--- src/rtl/tmr_pkg.sv ---
package tmr_pkg;
  localparam int unsigned ADDR_W = 3;
  typedef enum logic [ADDR_W-1:0] {
    REG_CFG_A  = 3'd0,
    REG_CFG_B  = 3'd1,
    REG_CTRL   = 3'd2,
    REG_RELOAD = 3'd3,
    REG_OBS    = 3'd4
  } reg_sel_e;
endpackage

--- src/rtl/tmr_prescaler.sv ---
module tmr_prescaler #(
  parameter int unsigned DIV = 1
) (
  input  logic clk_i,
  input  logic rst_ni,
  output logic tick_o
);
  localparam int unsigned PW = (DIV < 2) ? 1 : $clog2(DIV + 1);

  logic [PW-1:0] pre_q;

  assign tick_o = (pre_q == '0);

  always_ff @(posedge clk_i or negedge rst_ni) begin
    if (!rst_ni)      pre_q <= PW'(DIV);
    else if (tick_o)  pre_q <= PW'(DIV);
    else              pre_q <= pre_q - 1'b1;
  end

  assert_pre_range_R2: assert property (@(posedge clk_i) disable iff (!rst_ni)
    int'(pre_q) <= int'(DIV));

  generate
    if (DIV > 0) begin : g_spacing
      assert_tick_gap_R2: assert property (@(posedge clk_i) disable iff (!rst_ni)
        tick_o |=> !tick_o);
    end
  endgenerate
endmodule

--- src/rtl/tmr_counter.sv ---
module tmr_counter #(
  parameter int unsigned CNT_W = 16
) (
  input  logic             clk_i,
  input  logic             rst_ni,
  input  logic             tick_i,
  input  logic             en_i,
  input  logic [CNT_W-1:0] reload_i,
  output logic [CNT_W-1:0] obs_o,
  output logic             irq_o
);
  logic [CNT_W-1:0] cnt_q, obs_q;
  logic             irq_q;
  logic             step, under;

  assign step  = tick_i && en_i;
  assign under = step && (cnt_q == '0);   // borrow out of the decrement

  always_ff @(posedge clk_i or negedge rst_ni) begin
    if (!rst_ni) begin
      cnt_q <= '0;
      obs_q <= '0;
      irq_q <= 1'b0;
    end else begin
      irq_q <= under;
      if (under) begin
        cnt_q <= reload_i;
        obs_q <= reload_i;
      end else if (step) begin
        cnt_q <= cnt_q - 1'b1;
      end
    end
  end

  assign obs_o = obs_q;
  assign irq_o = irq_q;

  assert_hold_R3: assert property (@(posedge clk_i) disable iff (!rst_ni)
    !en_i |=> $stable(cnt_q));
  assert_dec_R2: assert property (@(posedge clk_i) disable iff (!rst_ni)
    (tick_i && en_i && cnt_q != '0) |=> (cnt_q == $past(cnt_q) - 1'b1));
  assert_reload_R4: assert property (@(posedge clk_i) disable iff (!rst_ni)
    (tick_i && en_i && cnt_q == '0) |=> (cnt_q == $past(reload_i) && obs_q == $past(reload_i)));
  assert_irq_pulse_R5: assert property (@(posedge clk_i) disable iff (!rst_ni)
    !(tick_i && en_i && cnt_q == '0) |=> !irq_q);
endmodule

--- src/rtl/tmr_regs.sv ---
module tmr_regs
  import tmr_pkg::*;
#(
  parameter int unsigned DW     = 32,
  parameter int unsigned CNT_W  = 16,
  parameter int unsigned EN_BIT = 20
) (
  input  logic              clk_i,
  input  logic              rst_ni,
  input  logic              wr_en_i,
  input  logic [ADDR_W-1:0] addr_i,
  input  logic [DW-1:0]     wdata_i,
  input  logic [CNT_W-1:0]  obs_i,
  output logic [DW-1:0]     rdata_o,
  output logic              en_o,
  output logic [CNT_W-1:0]  reload_o
);
  logic [DW-1:0]    cfg_a_q, cfg_b_q, ctrl_q;
  logic [CNT_W-1:0] reload_q;

  always_ff @(posedge clk_i or negedge rst_ni) begin
    if (!rst_ni) begin
      cfg_a_q  <= '0;
      cfg_b_q  <= '0;
      ctrl_q   <= '0;
      reload_q <= '0;
    end else if (wr_en_i) begin
      case (addr_i)
        REG_CFG_A:  cfg_a_q  <= wdata_i;
        REG_CFG_B:  cfg_b_q  <= wdata_i;
        REG_CTRL:   ctrl_q   <= wdata_i;
        REG_RELOAD: reload_q <= wdata_i[CNT_W-1:0];
        default: ;
      endcase
    end
  end

  always_comb begin
    case (addr_i)
      REG_CFG_A:  rdata_o = cfg_a_q;
      REG_CFG_B:  rdata_o = cfg_b_q;
      REG_CTRL:   rdata_o = ctrl_q;
      REG_RELOAD: rdata_o = DW'(reload_q);
      REG_OBS:    rdata_o = DW'(obs_i);
      default:    rdata_o = '0;
    endcase
  end

  assign en_o     = ctrl_q[EN_BIT];
  assign reload_o = reload_q;

  assert_ctrl_wr_R7: assert property (@(posedge clk_i) disable iff (!rst_ni)
    (wr_en_i && addr_i == REG_CTRL) |=> (ctrl_q == $past(wdata_i)));
  assert_reload_wr_R8: assert property (@(posedge clk_i) disable iff (!rst_ni)
    (wr_en_i && addr_i == REG_RELOAD) |=> (reload_q == $past(wdata_i[CNT_W-1:0])));
endmodule

--- src/rtl/prescaled_timer.sv ---
module prescaled_timer
  import tmr_pkg::*;
#(
  parameter int unsigned DW        = 32,
  parameter int unsigned CNT_W     = 16,
  parameter int unsigned EN_BIT    = 20,
  parameter int unsigned PRESC_DIV = 1
) (
  input  logic              clk_i,
  input  logic              rst_ni,
  input  logic              wr_en_i,
  input  logic [ADDR_W-1:0] addr_i,
  input  logic [DW-1:0]     wdata_i,
  output logic [DW-1:0]     rdata_o,
  output logic              irq_o
);
  logic             tick, en;
  logic [CNT_W-1:0] reload, obs;

  tmr_prescaler #(.DIV(PRESC_DIV)) i_pre (
    .clk_i (clk_i),
    .rst_ni(rst_ni),
    .tick_o(tick)
  );

  tmr_regs #(.DW(DW), .CNT_W(CNT_W), .EN_BIT(EN_BIT)) i_regs (
    .clk_i   (clk_i),
    .rst_ni  (rst_ni),
    .wr_en_i (wr_en_i),
    .addr_i  (addr_i),
    .wdata_i (wdata_i),
    .obs_i   (obs),
    .rdata_o (rdata_o),
    .en_o    (en),
    .reload_o(reload)
  );

  tmr_counter #(.CNT_W(CNT_W)) i_cnt (
    .clk_i   (clk_i),
    .rst_ni  (rst_ni),
    .tick_i  (tick),
    .en_i    (en),
    .reload_i(reload),
    .obs_o   (obs),
    .irq_o   (irq_o)
  );

  // observation register only moves on underflow, never on a write
  assert_obs_ro_R9: assert property (@(posedge clk_i) disable iff (!rst_ni)
    (wr_en_i && addr_i == REG_OBS) |=> (irq_o || $stable(obs)));
endmodule

--- config.mk ---
export PLATFORM = sky130hd
export DESIGN_NAME = prescaled_timer
export DESIGN_NICKNAME = d
export VERILOG_FILES = /design/src/rtl/tmr_pkg.sv /design/src/rtl/tmr_prescaler.sv /design/src/rtl/tmr_counter.sv /design/src/rtl/tmr_regs.sv /design/src/rtl/prescaled_timer.sv
export SDC_FILE = /design/constraint.sdc
export NUM_CORES = 1
export LEC_CHECK = 0
export CORE_UTILIZATION = 40
export DETAILED_ROUTE_END_ITERATION = 8
export GPL_ROUTABILITY_DRIVEN = 0
export GPL_TIMING_DRIVEN = 0
export HOLD_SLACK_MARGIN = 0.12
export REMOVE_ABC_BUFFERS = 1
export SKIP_CTS_REPAIR_TIMING = 1
export SYNTH_ARGS = -nofsm -noshare
export SYNTH_HDL_FRONTEND = slang
export SYNTH_SLANG_ARGS = --single-unit
export TNS_END_PERCENT = 100
--- constraint.sdc ---
create_clock -name clk_i -period 1.7 [get_ports clk_i]
set_clock_uncertainty 0.05 [all_clocks]
set_input_delay 0.255 -clock clk_i [delete_from_list [all_inputs] [get_ports clk_i]]
set_output_delay 0.255 -clock clk_i [all_outputs]
set_load 0.02 [all_outputs]
# == After elaboration in Yosys (flattened, before gate mapping) ==
# Index checks and enable logic that the tools add are counted.
# classes
muxes,4
eq_ne,4
bitwise,1
add_sub_neg,2
reduce_logical,9
# op_table
op,count
one-hot mux 32 bit (5 select lines),1
two-way mux 16 bit,2
logical NOT 16 bit,1
subtractor 16 x 1 -> 16 bit (second input constant),1
AND reduction 2 bit,4
equality test 3 x 2 -> 1 bit (second input constant),2
equality test 3 x 1 -> 1 bit (second input constant),1
equality test 3 bit (second input constant),1
logical NOT 3 bit,1
logical AND 1 bit,2
nonzero test 2 bit,1
two-way mux 1 bit,1
inverter 1 bit,1
subtractor 1 bit (second input constant),1
# word_totals
elab_cells,28
inputBits,38
regBits,146

# == Depth between registers and ports, before layout ==
# Gate-level depths: netlist of the first run.
# depth
ltp_word,4
depth_mapped,11
ltp_nobuf,8

# == Cells and area by module ==
# From an unflattened synthesis of the first run, not the netlist that was laid out.
# unflattened
cells_unflattened,557
hier_area_um2,7094.3
# by_module_without_submodules
module,area_per_inst_um2,cells_per_inst,seq_area_each_um2,n_inst
tmr_regs,5287.6,394,2802.7,1
tmr_counter,1776.7,161,825.8,1
tmr_prescaler,30.0,2,26.3,1

# == Worst setup path after synthesis of the first run ==
# OpenSTA, ideal clock, no wires.
# synth_path
kind,input port to output port
start,input addr_i[1]
end,output rdata_o[16]
setup_slack_ns,-0.274
path_buffers,4
arrival_time_ns,1.669
stages,6
cell_sequence,buf_2 -> buf_2 -> clkbuf_1 -> clkbuf_1 -> a31oi_1 -> nor2_1
# synth_between
elab_chain_len,2
# synth_lines
item,line,rtl
start: declaration,prescaled_timer.sv:12,"input logic [ADDR_W-1:0] addr_i,"
"equality test 3 bit, or another cell as far along",tmr_regs.sv:39,case (addr_i)
one-hot mux 32 bit (5 select lines) (*),tmr_regs.sv:39,
end: declaration,prescaled_timer.sv:14,"output logic [DW-1:0] rdata_o,"
# Mark *: on every way between the ends. The rest lies on a longest branch, timed or not.

# == Worst setup path in the final report of the first run ==
# layout_path
start,register i_cnt.cnt_q[0]
end,register i_cnt.cnt_q[13]
# layout_between
elab_chain_len,3
# layout_lines
item,line,rtl
start: declaration,tmr_counter.sv:12,"logic [CNT_W-1:0] cnt_q, obs_q;"
start signal: assignment,tmr_counter.sv:27,cnt_q <= reload_i;
start signal: assignment,tmr_counter.sv:30,cnt_q <= cnt_q - 1'b1;
subtractor 16 x 1 -> 16 bit or logical NOT 16 bit (tied branches),"tmr_counter.sv:30, tmr_counter.sv:17",
two-way mux 16 bit or logical AND 1 bit (tied branches),"tmr_counter.sv:29, tmr_counter.sv:17",
two-way mux 16 bit or nonzero test 2 bit (tied branches),n/a,
# Several ways; a longest one is shown, not always the timed one. The select of a mux whose other input is x is not followed.
# A chain may end at the register's enable or synchronous reset.

==> metrics, run 1 <==
status finished with violations; violations in the final reports setup timing; post-layout min period between 2 and 2.5 ns; Setup violations, final 48; initial antenna violation count 0; Design Area, Final ~9000 sq um; most frequently used cell type in the post-synthesis netlist dfrtp_1; initial drt markers approximately 270; ranking of synthesized cells by instance count dfrtp_1, mux2_2, nand2_1; height of the die 131.7 um; number of levels in the clock H-tree 4; count of state elements after synthesis roughly 150; cell taking the most area after synthesis dfrtp_1; per-instance average area after synthesis 11.98 sq um; distinct cell type count after synthesis 45; Worst VDD drop around 770 uV; Worst-Skew Late Latency around 0.43 ns; Layout Nets around 750; Power Total around 11,000 uW; slew margin rel. between 60% and 70%; layout overhead on the synthesized area 37.69%; worst setup margin -0.3009 ns; period utilisation layout 117.7%; placed cell areas about 7700 sq um; remaining design rule violation count 0; number of instances in the synthesized netlist around 560; diodes inserted 0; number of max-slew violations in the final report 0; category of the most critical setup path flop to flop; Reg2Reg Launch Point i_cnt.cnt_q[0]; gr ovfl total 0; netlist area before placement about 6700 sq um; count of buffers from port buffering 70; power density of the placed cells approximately 1200 nW/um^2; Total GRT Usage between 10% and 20%; global-route wire length before repair 25,540 um; Post-Place Cells just over 800; largest net degree at the start of global routing 97; sequential fraction of the synthesis area a little over half; die span in x between 100 and 150 um; initial core utilization a little over 40%; top area cells in the synthesized netlist dfrtp_1, mux2_2, mux2i_1; class of the worst hold path input port to async pin; slew of the pin with the lowest slew margin 0.5357 ns; ratio of routed vias to standard cells between 5 and 6; average wire length per cell after detail routing 18.88 um; Vias around 5,100; Clk pin slew, worst setup/hold paths ~0.060 ns; number of antenna-violating nets in the routed design 0; FP Rows 47; number of buffers on the longest clock path 2; YS warnings 0; top-area cell type share of the netlist area between 50% and 60%; standard cell core area 16,520 sq um; endpoints failing hold 0; die area ~17,000 sq um; unrepaired setup endpoints after global routing yes; iteration count of the initial detailed-routing pass 5; maximum clock rate approximately 500 MHz; nature of the critical path startpoint flop; first element of the critical path i_cnt.cnt_q[0]; largest fanout of any net on the critical path 7; data arrival time of the critical path 2.29 ns; count of non-filler cells in the finished layout approximately 940; drt total wl approximately 18,000 um; dominant register cell in the synthesized netlist dfrtp_1; final worst hold slack between 0.2 and 0.3 ns; maximum capacitance violations 0; number of flops mapped to enable cells by yosys 0; CTS tree done; post-synthesis async set-or-reset flop share 100.0%; number of sinks on the clock net 146; number of clock buffers inserted by TritonCTS 17; count of pins on the block boundary slightly above 70; Worst Setup End Kind flop; post-DP HPWL a little under 10,000 um; layout cell share with drive strength beyond 1 between 40% and 50%; number of global-route vias before repair just under 5,000; required time worst endpoint approximately 2 ns; leakage power roughly 0.0042 uW; root buffer cell clkbuf_16
kinds of logic after synthesis:
| family | Yosys count | synth area share (%) |
|---|---|---|
| AOI/OAI and AO/OA | 80 | 8.363 |
| adders and majority gates | 2 | 0.3716 |
| buffers and inverters | 45 | 3.252 |
| DFF | 146 | 54.28 |
| muxes | 146 | 23.79 |
| and+or+nand+nor | 143 | 9.943 |
through the flow:
stage	TNS [ns]	util (%)	setup slack, ns
2_1_floorplan	-80.72	-	-0.8628
3_3_place_gp	-1350.70	45.58	-5.260
3_5_place_dp	-356.10	46.63	-2.631
4_1_cts	-302.16	49.93	-2.389
5_1_grt	-12.76	56.10	-0.3814
6_report	-7.957	56.10	-0.3009
critical path, cell delays in order, from the launching register on:
cell and delay (ns):
dfrtp_1 0.37, inv_2 0.07, ha_2 0.17, nor2b_1 0.12, nand4_1 0.16, or2_4 0.27, clkinv_8 0.09, or4_4 0.44
o31ai_2 0.18
area by class of cell:
class | count | area (sq um)
inverter | 10 | 53.80
timing repair buffer | 159 | 1548
fill | 1351 | 7254
clock inverter | 5 | 25.02
timing repair inverter | 3 | 41.29
multi-input combinational | 375 | 3153
tap | 220 | 275.3
clock buffer | 26 | 519.2
sequential | 146 | 3655
where the power goes:
| group | total (uW) | internal (uW) | switching [uW] |
|---|---|---|---|
| clock network | 3440 | 2080 | 1370 |
| logic | 2770 | 1540 | 1230 |
| registers | 4890 | 4290 | 596 |
| total | 11100 | 7910 | 3190 |
state kept, by name, indices dropped and copies added, names as in the netlist:
register,flops
i_regs.cfg_a_q,32
i_regs.reload_o,16
i_cnt.irq_o,1
i_regs.cfg_b_q,32
i_pre.pre_q,1
i_cnt.cnt_q,16
i_regs.ctrl_q,32
i_cnt.obs_o,16
final timing paths:
kind | to | slack, ns | cells past startpoint
max | i_cnt.cnt_q[13] | -0.30 | 8
min | i_regs.ctrl_q[15] | 0.30 | 2
max reg2reg | i_cnt.cnt_q[13] | -0.30 | 8
min reg2reg | i_cnt.obs_o[14] | 0.42 | 2
max in group asynchronous | i_pre.pre_q | 0.47 | 3
min in group clk_i | i_cnt.obs_o[14] | 0.42 | 2
per-layer routing:
layer	share of wire (%)	vias up	global-route usage [%]
met5	0	-	0
met4	1.1	0	4.845
met3	5.6	23	6.382
met2	50	130	31.13
met1	43	2608	24.12
li1	-	2327	-
cell usage in the layout (no fill, tap or decap), drive strengths merged, types with 6 or more instances in the layout:
| cell type | Yosys | layout |
|---|---|---|
| clkbuf | 15 | 31 |
| nand2 | 71 | 71 |
| a221o | 17 | 17 |
| clkdlybuf4s50 | 0 | 34 |
| nand3 | 8 | 8 |
| o21ai | 22 | 22 |
| inv | 9 | 8 |
| dfrtp | 145 | 145 |
| nor2 | 37 | 37 |
| mux2 | 112 | 112 |
| o31ai | 6 | 6 |
| a31oi | 14 | 14 |
| mux2i | 34 | 34 |
| buf | 20 | 119 |
| clkinv | 1 | 9 |
No activity file was read; power rests on OpenSTA's default activity.
==> run 2, diff against run 1 <==
Settings changed: GPL_TIMING_DRIVEN 0 to unset.
==> run 2 against run 1 <==
The run still ends with setup timing left; critical endpoint unchanged; via count down 3.7%; die area unchanged; final cell count up 0.64%; first-iteration DRC count down 33%; flip-flop and latch count unchanged; sequential share of layout area up 0.81 points; combinational power up 7.6%; wire length down 7.1%; non-clock buffer count up 13; critical path depth unchanged; highest routed layer unchanged; critical path type unchanged; utilization down 1.1 points.
==> metrics, run 2 (synthesis results as in run 1) <==
sum of negative setup slack -2.398 ns (was -7.957 ns); slew margin rel. 71.96% (was 64.20%); count of pins on the block boundary 71 (unchanged); gr ovfl total 0 (unchanged); average wire length per cell after detail routing 17.42 um (was 18.88 um); die span in x 131.7 um (unchanged); initial drt markers 177 (was 266); layout overhead on the synthesized area 34.90% (was 37.69%); violations in the final reports setup timing (unchanged); largest net degree at the start of global routing 43 (was 97); number of max-slew violations in the final report 0 (unchanged); slew of the pin with the lowest slew margin 0.4206 ns (was 0.5357 ns); M2 GR Usage 33.19% (was 31.13%); class of the worst hold path input port to async pin (unchanged); endpoints failing hold 0 (unchanged); maximum capacitance violations 0 (unchanged); Total GRT Usage 19.87% (was 19.00%); crit-path leading delay family simple AND/OR/NAND/NOR gates (unchanged); CTS tree done (unchanged); largest fanout of any net on the critical path 3 (was 7); GR met3 Demand/Resource 4.652% (was 6.382%); Setup violations, final 38 (was 48); required time worst endpoint 1.98 ns (was 1.99 ns); commonest non-fill, non-tap cell in the layout dfrtp_1 (unchanged); die area 17,350 sq um (unchanged); highest-delay cell along the critical path or4_4 (unchanged); registers with the highest flip-flop counts i_regs.cfg_a_q (32), i_regs.cfg_b_q (32), i_regs.ctrl_q (32) (unchanged); initial antenna violation count 0 (unchanged); most frequent cells in the layout dfrtp_1, mux2_2, buf_4 (unchanged); standard cell core area 16,520 sq um (unchanged); period utilisation layout 112.7% (was 117.7%); drt total wl 16,550 um (was 17,830 um); FP Rows 47 (unchanged); category of the most critical setup path flop to flop (unchanged); unrepaired setup endpoints after global routing yes (unchanged); height of the die 131.7 um (unchanged); number of global-route vias before repair 5,284 (was 4,878); number of antenna-violating nets in the routed design 0 (unchanged); layout cell share with drive strength beyond 1 41.37% (was 45.72%); number of levels in the clock H-tree 4 (unchanged); data arrival time of the critical path 2.19 ns (was 2.29 ns); cell-by-cell listing of the critical path inv_2 -> ha_4 -> nor2b_4 -> nand4_1 -> or2_4 -> clkinv_4 -> or4_4 -> o31ai_2 (was inv_2 -> ha_2 -> nor2b_1 -> nand4_1 -> or2_4 -> clkinv_8 -> or4_4 -> o31ai_2); post-layout min period 1.916 ns (was 2.001 ns); diodes inserted 0 (unchanged); iteration count of the initial detailed-routing pass 4 (was 5); Worst-Skew Late Latency 0.42 ns (was 0.43 ns); post-DP HPWL 11,340 um (was 9752 um); Critical path buffers and inverters 2 (unchanged); global routing's busiest layer met2 (unchanged); Worst VDD drop 775.9 uV (was 766.6 uV); final worst hold slack 0.2870 ns (was 0.2953 ns); number of clock buffers inserted by TritonCTS 17 (unchanged); Layout Nets 758 (was 752); maximum clock rate 522.0 MHz (was 499.8 MHz); Clk pin slew, worst setup/hold paths 0.06 ns (about the same); global-route wire length before repair 27,090 um (was 25,540 um); number of buffers on the longest clock path 2 (unchanged); worst setup margin -0.2159 ns (was -0.3009 ns); nature of the critical path startpoint flop (unchanged); initial core utilization 40.74% (unchanged); remaining design rule violation count 0 (unchanged); ratio of routed vias to standard cells 5.157 (was 5.390); root buffer cell clkbuf_16 (unchanged); leakage power 0.004137 uW (was 0.004189 uW); Post-Place Setup Slack -0.8175 ns (was -2.631 ns); number of sinks on the clock net 146 (unchanged); count of buffers from port buffering 70 (unchanged); Worst Setup End Kind flop (unchanged); global-route track usage on met1 25.54% (was 24.12%); power density of the placed cells 1261 nW/um^2 (was 1197 nW/um^2); status finished with violations (unchanged); Vias 4,899 (was 5,088); peak per-stage delay on the critical path 0.54 ns (was 0.44 ns)
run 2: layer usage:
layer	part of all wire (%)	wire (um)
met1	44	7300
met2	51	8389
met3	4.3	707
met4	0.94	155
met5	0	0
run 2: path summary, 6_finish.rpt:
kind	from	endpoint	slack [ns]	cells past startpoint
worst max-delay path	i_cnt.cnt_q[0]	i_cnt.cnt_q[13]	-0.22	8
worst min-delay path	rst_ni	i_regs.ctrl_q[0]	0.29	2
worst max register to register	i_cnt.cnt_q[0]	i_cnt.cnt_q[13]	-0.22	8
worst min register to register	i_pre.pre_q	i_pre.pre_q	0.41	1
max in group asynchronous	rst_ni	i_regs.ctrl_q[21]	0.70	3
min in group clk_i	i_pre.pre_q	i_pre.pre_q	0.41	1
run 2: power by group:
part / total, uW / internal [uW] / switching (uW)
Sequential: 4760 / 4290 / 469
Clock: 3710 / 2320 / 1390
Combinational: 2980 / 1680 / 1300
run 2: worst reg2reg max path, cell delays in order, from the launching register on:
cell	delay, ns
dfrtp_1	0.36
inv_2	0.06
ha_4	0.15
nor2b_4	0.11
nand4_1	0.09
or2_4	0.16
clkinv_4	0.05
or4_4	0.54
o31ai_2	0.24
run 2: metrics by stage:
step | instances | total power, uW | util [%] | instance area [sq um]
global route | 950 | 12070 | 54.96 | 9082
CTS | 931 | 11280 | 53.51 | 8842
global placement | 900 | 7365 | 49.97 | 8258
detailed placement | 900 | 7528 | 49.97 | 8258
floorplan | 527 | 6176 | - | 6556
finish | 950 | 11450 | 54.96 | 9082
run 2: area by class of cell:
type | count | area (sq um)
well taps | 220 | 275.3
inverters | 10 | 46.29
multi-input cells | 371 | 2967
flip-flops and latches | 146 | 3655
clock buffers | 20 | 446.7
fillers | 1394 | 7442
clock inverters | 11 | 137.6
repair buffers | 172 | 1555
